[src/rtl/frs_pkg.sv]
package frs_pkg;

    typedef enum logic [1:0] {
        FA_FREERUN    = 2'd0,
        FA_LOCK_IDLE  = 2'd1,
        FA_LOCK_COUNT = 2'd2
    } fa_mode_e;

    typedef struct packed {
        logic armed;
        logic pending;
    } match_state_t;

    typedef struct packed {
        logic fs_prev;
        logic pulse;
    } pulse_state_t;

endpackage

[src/rtl/frs_eoc_matcher.sv]
module frs_eoc_matcher
    import frs_pkg::*;
#(
    parameter int EOC_W = 12
) (
    input  logic             clk,
    input  logic             rst_n,
    input  logic [EOC_W-1:0] word_i,
    input  logic             valid_i,
    input  logic [EOC_W-1:0] ref_i,
    input  logic             consume_i,
    output logic             pending_o,
    output logic             armed_o
);

    match_state_t st_d, st_q;
    logic hit;
    logic set_req;

    always_comb begin
        hit     = valid_i && (word_i == ref_i);
        set_req = hit && st_q.armed;
        st_d    = st_q;
        if (valid_i) begin
            st_d.armed = !hit;
        end
        if (set_req) begin
            st_d.pending = 1'b1;
        end else if (consume_i) begin
            st_d.pending = 1'b0;
        end
    end

    always_ff @(posedge clk or negedge rst_n) begin
        if (!rst_n) begin
            st_q <= '{armed: 1'b1, pending: 1'b0};
        end else begin
            st_q <= st_d;
        end
    end

    assign pending_o = st_q.pending;
    assign armed_o   = st_q.armed;

endmodule

[src/rtl/frs_resync_pulse.sv]
module frs_resync_pulse
    import frs_pkg::*;
(
    input  logic clk,
    input  logic rst_n,
    input  logic tick_i,
    input  logic fs_i,
    input  logic pending_i,
    output logic fs_edge_o,
    output logic consume_o,
    output logic pulse_o
);

    pulse_state_t st_d, st_q;
    logic fire;

    always_comb begin
        fs_edge_o  = fs_i && !st_q.fs_prev;
        fire       = fs_edge_o && pending_i && !st_q.pulse;
        st_d       = st_q;
        st_d.fs_prev = fs_i;
        if (st_q.pulse) begin
            st_d.pulse = !tick_i;
        end else begin
            st_d.pulse = fire;
        end
        consume_o = fire;
    end

    always_ff @(posedge clk or negedge rst_n) begin
        if (!rst_n) begin
            st_q <= '{fs_prev: 1'b0, pulse: 1'b0};
        end else begin
            st_q <= st_d;
        end
    end

    assign pulse_o = st_q.pulse;

endmodule

[src/rtl/frs_fa_gen.sv]
module frs_fa_gen
    import frs_pkg::*;
#(
    parameter int FRAME_TICKS  = 120,
    parameter int OFFSET_TICKS = 5
) (
    input  logic clk,
    input  logic rst_n,
    input  logic tick_i,
    input  logic fs_edge_i,
    input  logic locked_i,
    output logic strobe_o
);

    localparam int CW = (FRAME_TICKS > 1) ? $clog2(FRAME_TICKS) : 1;
    localparam int OW = $clog2(OFFSET_TICKS + 1);
    localparam logic [CW-1:0] CNT_LAST = CW'(FRAME_TICKS - 1);
    localparam logic [OW-1:0] OFF_LOAD = OW'(OFFSET_TICKS);
    localparam logic [OW-1:0] OFF_ONE  = OW'(1);

    typedef struct packed {
        fa_mode_e        mode;
        logic [CW-1:0]   cnt;
        logic [OW-1:0]   off;
        logic            strobe;
    } fa_state_t;

    fa_state_t st_d, st_q;
    logic wrap;

    always_comb begin
        wrap        = tick_i && (st_q.cnt == CNT_LAST);
        st_d        = st_q;
        st_d.strobe = 1'b0;
        if (tick_i) begin
            st_d.cnt = wrap ? '0 : st_q.cnt + 1'b1;
        end
        if (!locked_i) begin
            st_d.mode   = FA_FREERUN;
            st_d.off    = '0;
            st_d.strobe = wrap;
        end else if (fs_edge_i) begin
            st_d.mode = FA_LOCK_COUNT;
            st_d.off  = OFF_LOAD;
        end else if (st_q.mode == FA_LOCK_COUNT) begin
            if (tick_i) begin
                if (st_q.off == OFF_ONE) begin
                    st_d.strobe = 1'b1;
                    st_d.cnt    = '0;
                    st_d.mode   = FA_LOCK_IDLE;
                    st_d.off    = '0;
                end else begin
                    st_d.off = st_q.off - 1'b1;
                end
            end
        end else begin
            st_d.mode = FA_LOCK_IDLE;
        end
    end

    always_ff @(posedge clk or negedge rst_n) begin
        if (!rst_n) begin
            st_q <= '{mode: FA_FREERUN, cnt: '0, off: '0, strobe: 1'b0};
        end else begin
            st_q <= st_d;
        end
    end

    assign strobe_o = st_q.strobe;

endmodule

[src/rtl/frame_resync_gen.sv]
module frame_resync_gen #(
    parameter int EOC_W        = 12,
    parameter int FRAME_TICKS  = 120,
    parameter int OFFSET_TICKS = 5
) (
    input  logic             clk,
    input  logic             rst_n,
    input  logic             tick,
    input  logic [EOC_W-1:0] eoc_word,
    input  logic             eoc_valid,
    input  logic [EOC_W-1:0] match_word,
    input  logic             rx_fs,
    input  logic             line_active,
    input  logic             lock_en,
    output logic             resync_o,
    output logic             fa_strobe_o
);

    logic pend;
    logic armed;
    logic consume;
    logic fs_edge;
    logic locked;

    assign locked = lock_en && line_active;

    frs_eoc_matcher #(.EOC_W(EOC_W)) u_match (
        .clk       (clk),
        .rst_n     (rst_n),
        .word_i    (eoc_word),
        .valid_i   (eoc_valid),
        .ref_i     (match_word),
        .consume_i (consume),
        .pending_o (pend),
        .armed_o   (armed)
    );

    frs_resync_pulse u_pulse (
        .clk       (clk),
        .rst_n     (rst_n),
        .tick_i    (tick),
        .fs_i      (rx_fs),
        .pending_i (pend),
        .fs_edge_o (fs_edge),
        .consume_o (consume),
        .pulse_o   (resync_o)
    );

    frs_fa_gen #(
        .FRAME_TICKS  (FRAME_TICKS),
        .OFFSET_TICKS (OFFSET_TICKS)
    ) u_fa (
        .clk       (clk),
        .rst_n     (rst_n),
        .tick_i    (tick),
        .fs_edge_i (fs_edge),
        .locked_i  (locked),
        .strobe_o  (fa_strobe_o)
    );

endmodule

[config.mk]
export PLATFORM = sky130hd
export DESIGN_NAME = frame_resync_gen
export DESIGN_NICKNAME = d
export VERILOG_FILES = /design/src/rtl/frs_pkg.sv /design/src/rtl/frs_eoc_matcher.sv /design/src/rtl/frs_resync_pulse.sv /design/src/rtl/frs_fa_gen.sv /design/src/rtl/frame_resync_gen.sv
export SDC_FILE = /design/constraint.sdc
export NUM_CORES = 1
export LEC_CHECK = 0
export BUFFER_PORTS_ARGS = -buffer_cell sky130_fd_sc_hd__buf_2
export CORE_MARGIN = 5
export CORE_UTILIZATION = 40
export DETAILED_ROUTE_END_ITERATION = 8
export PLACE_DENSITY_LB_ADDON = 0.1
export SYNTH_ARGS = -nofsm -noshare
export SYNTH_HDL_FRONTEND = slang
export SYNTH_SLANG_ARGS = --single-unit
[constraint.sdc]
create_clock -name clk -period 3.71 [get_ports clk]
set_input_delay 0.1855 -clock clk [delete_from_list [all_inputs] [get_ports clk]]
set_output_delay 0.1855 -clock clk [all_outputs]
set_load 0.05 [all_outputs]
==> summary.txt <==
Power
  • Worst vdd ir: 257 uV
  • Combinational Power Share: 28.4%
  • Sw Share: 32.2%
  • P_sw: 0.160 mW
  • Int Power: 0.336 mW
  • P per Cell Area: 401 mW/mm^2
  • Design Power: 0.496 mW
  • Leak pwr: 0.579 nW
  • Clock network fraction of total power: 19.1%
  • Sequential fraction of design power: 52.6%

STA
  • FMAX: 664 MHz
  • Tmin final: 1.51 ns
  • Share of the cycle needed by the critical path after routing: 40.6%
  • RSZ-0062 raised after global routing: false
  • Worst-Margin Slew: 0.394 ns
  • WHS: 0.0314 ns
  • Setup TNS: 0 ns
  • Max-slew violations: 0
  • Worst slew margin: 73.8%
  • Fin worst setup slack: 2.20 ns
  • Final Hold Vio Count: 0
  • Setup Skew: 0.000926 ns
  • Final setup viols: 0

Die
  • Core area: 0.00245 sq mm
  • Die Wd: 60.2 um
  • Die outline height: 60.2 um
  • # IOs: 33
  • Starting Density: 41.1%
  • Site Rows: 18
  • Die area: 0.00363 sq mm

Setup path
  • Reg2Reg Setup Slack: 2.20 ns
  • Reg2reg path depth: 5
  • CP endpoint kind: flip-flop
  • Crit path arrival time: 1.68 ns
  • Worst-path maximum fanout: 4
  • Worst path required time: 3.88 ns
  • Startpoint Class: flip-flop
  • Crit path kind: reg2reg
  • FF-to-FF End: u_fa.st_q[4]$_DFF_PN0_
  • Worst r2r src: u_fa.st_q[4]$_DFF_PN0_

Clock network
  • CTS sink count: 17
  • Clock transition at path regs: 0.09 ns
  • CTS max path bufs: 2
  • TritonCTS Buffers: 3
  • Postcts setup bufs: 0
  • Root buf cell: clkbuf_4
  • CTS tree: done
  • Insertion delay to the later sink of the worst-skew pair: 0.28 ns
  • H-tree levels: 1

Global route
  • Grt total ovfl: 0
  • GRT Total Usage: 11.5%
  • Largest net degree at the start of global routing: 18
  • First-pass GRT wire length: 3170 um
  • Initial antenna violation count: 0
  • Number of global-route vias before repair: 770

Synth
  • Post-synth top area cell: dfrtp_1
  • Post-synth EDFFs: 0
  • Distinct cells, synth: 37
  • Mapped Nets: 133
  • Top post-synthesis cells by count: 16 x dfrtp_1, 10 x xnor2_1, 9 x inv_1, 9 x nor2_1, 8 x nand2_1
  • Post-synthesis sequential area ratio: 42.3%
  • Asr flop ratio synth: 100%
  • Area share of the largest cell type after synthesis: 39.7%
  • Ranking of synthesized cells by area: dfrtp_1 40%, xnor2_1 8.7%, ha_1 3.7%
  • Synth Warn #: 0
  • Mapped Cells: 99
  • Syn avg cell area: 10.2 sq um
  • Most frequent cell after synthesis: dfrtp_1
  • Ys flop type: dfrtp_1
  • Post-Syn Area: 0.00101 sq mm
  • Synth Register Bits: 17

Route
  • WL/cell: 11.2 um
  • DRC: 0
  • Routed WL: 1850 um
  • Routed vias/inst: 4.82
  • Via count: 796
  • First drt pass iteration count: 4
  • Antenna violation net count after detailed routing: 0
  • Iter 0 DRT Violations: 12

Run status
  • Status: finished, final reports clean

Hold path
  • Min-Delay Endpoint: u_pulse.st_q[1]$_DFF_PN0_
  • Critical hold path startpoint: rx_fs
  • Tightest Hold Check Type: in2reg
  • Hold path depth: 1

Place
  • DP Wirelength: 1570 um
  • Placed Cells: 160
  • IO buf count: 32
  • GP Congestion: 0.759
  • Dpl cell area: 0.00120 sq mm
  • Pre-CTS WS: 2.22 ns

Final layout
  • Layout cell share with drive strength beyond 1: 31.9%
  • Cell area after layout: 0.00124 sq mm
  • Final design utilization: 50.5%
  • Area delta synth->final: 22.7%
  • Diode count: 0
  • Post-route insts no fill: 165
  • Post-layout nets: 170

Run
  • Max_cap viols: 0
logic make-up (layout without fill, tap and decap cells):
logic type      after synthesis  in the layout  synth area share, %
compound gates               16             16                 13.8
xor+xnor                     12             12                 10.4
simple gates                 37             37                 22.2
mux                           3              3                 3.47
flops                        17             17                 42.3
fa+ha+maj                     3              3                 3.72
buf+inv                      11             47                 4.21
worst max-delay path, cell delays in order (launching register included):
cell     delay, ns
dfrtp_1       0.41
ha_1          0.26
nand3_2       0.12
nor4_4        0.28
nor3_1        0.07
mux2_4        0.26
worst max path at each step:
stage                                        start                      to  slack (ns)  depth (start not counted)
after floorplan           u_fa.st_q[2]$_DFFE_PN0P_  u_fa.st_q[4]$_DFF_PN0_        2.32                          6
after global placement      u_fa.st_q[4]$_DFF_PN0_  u_fa.st_q[4]$_DFF_PN0_        2.25                          5
after detailed placement  u_fa.st_q[2]$_DFFE_PN0P_  u_fa.st_q[4]$_DFF_PN0_        2.22                          6
after CTS                   u_fa.st_q[4]$_DFF_PN0_  u_fa.st_q[4]$_DFF_PN0_        2.20                          5
after global routing      u_fa.st_q[2]$_DFFE_PN0P_  u_fa.st_q[4]$_DFF_PN0_        2.11                          6
final                       u_fa.st_q[4]$_DFF_PN0_  u_fa.st_q[4]$_DFF_PN0_        2.20                          5
final cells by class:
type | count | area, sq um
repair buffers | 33 | 170
flip-flops and latches | 17 | 427
clock buffers | 4 | 26.3
well taps | 30 | 37.5
multi-input cells | 71 | 541
fillers | 251 | 1220
inverters | 10 | 37.5
what timing repair did:
action	4_1_cts	5_1_grt
gates resized for setup	0	0
hold buffers	1	0
endpoints found under the hold margin	16	0
cell usage in the layout, fill, tap and decap left out, drive strengths merged, types with 2 or more instances in the layout:
cell and instances:
mux2i 2, xnor2 10, ha 3, nor2 9, nand2b 2, nor2b 2, clkbuf 4, nor3 4
nand2 8, a31oi 2, inv 9, xor2 2, nand3 3, o22ai 3, dfrtp 16, buf 32
nand4 2, a21oi 2, a2111oi 2, nor4 2, a21o 2
power by group through the flow:
stage                     registers, mW  logic, mW  clock network, mW
after floorplan                   0.256      0.105                  0
after global routing              0.266      0.161              0.110
after global placement            0.263      0.139                  0
after detailed placement          0.264      0.141                  0
final                             0.261      0.141             0.0947
after CTS                         0.261      0.143              0.102
registers in the layout (all words and copies together), names as in the netlist:
name and count:
u_fa.st_q 12, u_match.armed_o 1, u_pulse.st_q 1, u_match.pending_o 1
u_pulse.pulse_o 1, u_fa.strobe_o 1
metal layers:
layer  vias to the layer above  track usage (%)  wire length (um)
met2                        26             17.1               823
li1                        417                -                 -
met4                         0             1.90                 0
met3                         0             3.89               158
met5                         -                0                 0
met1                       353             16.3               864
Power figures use the tool's default switching activity.
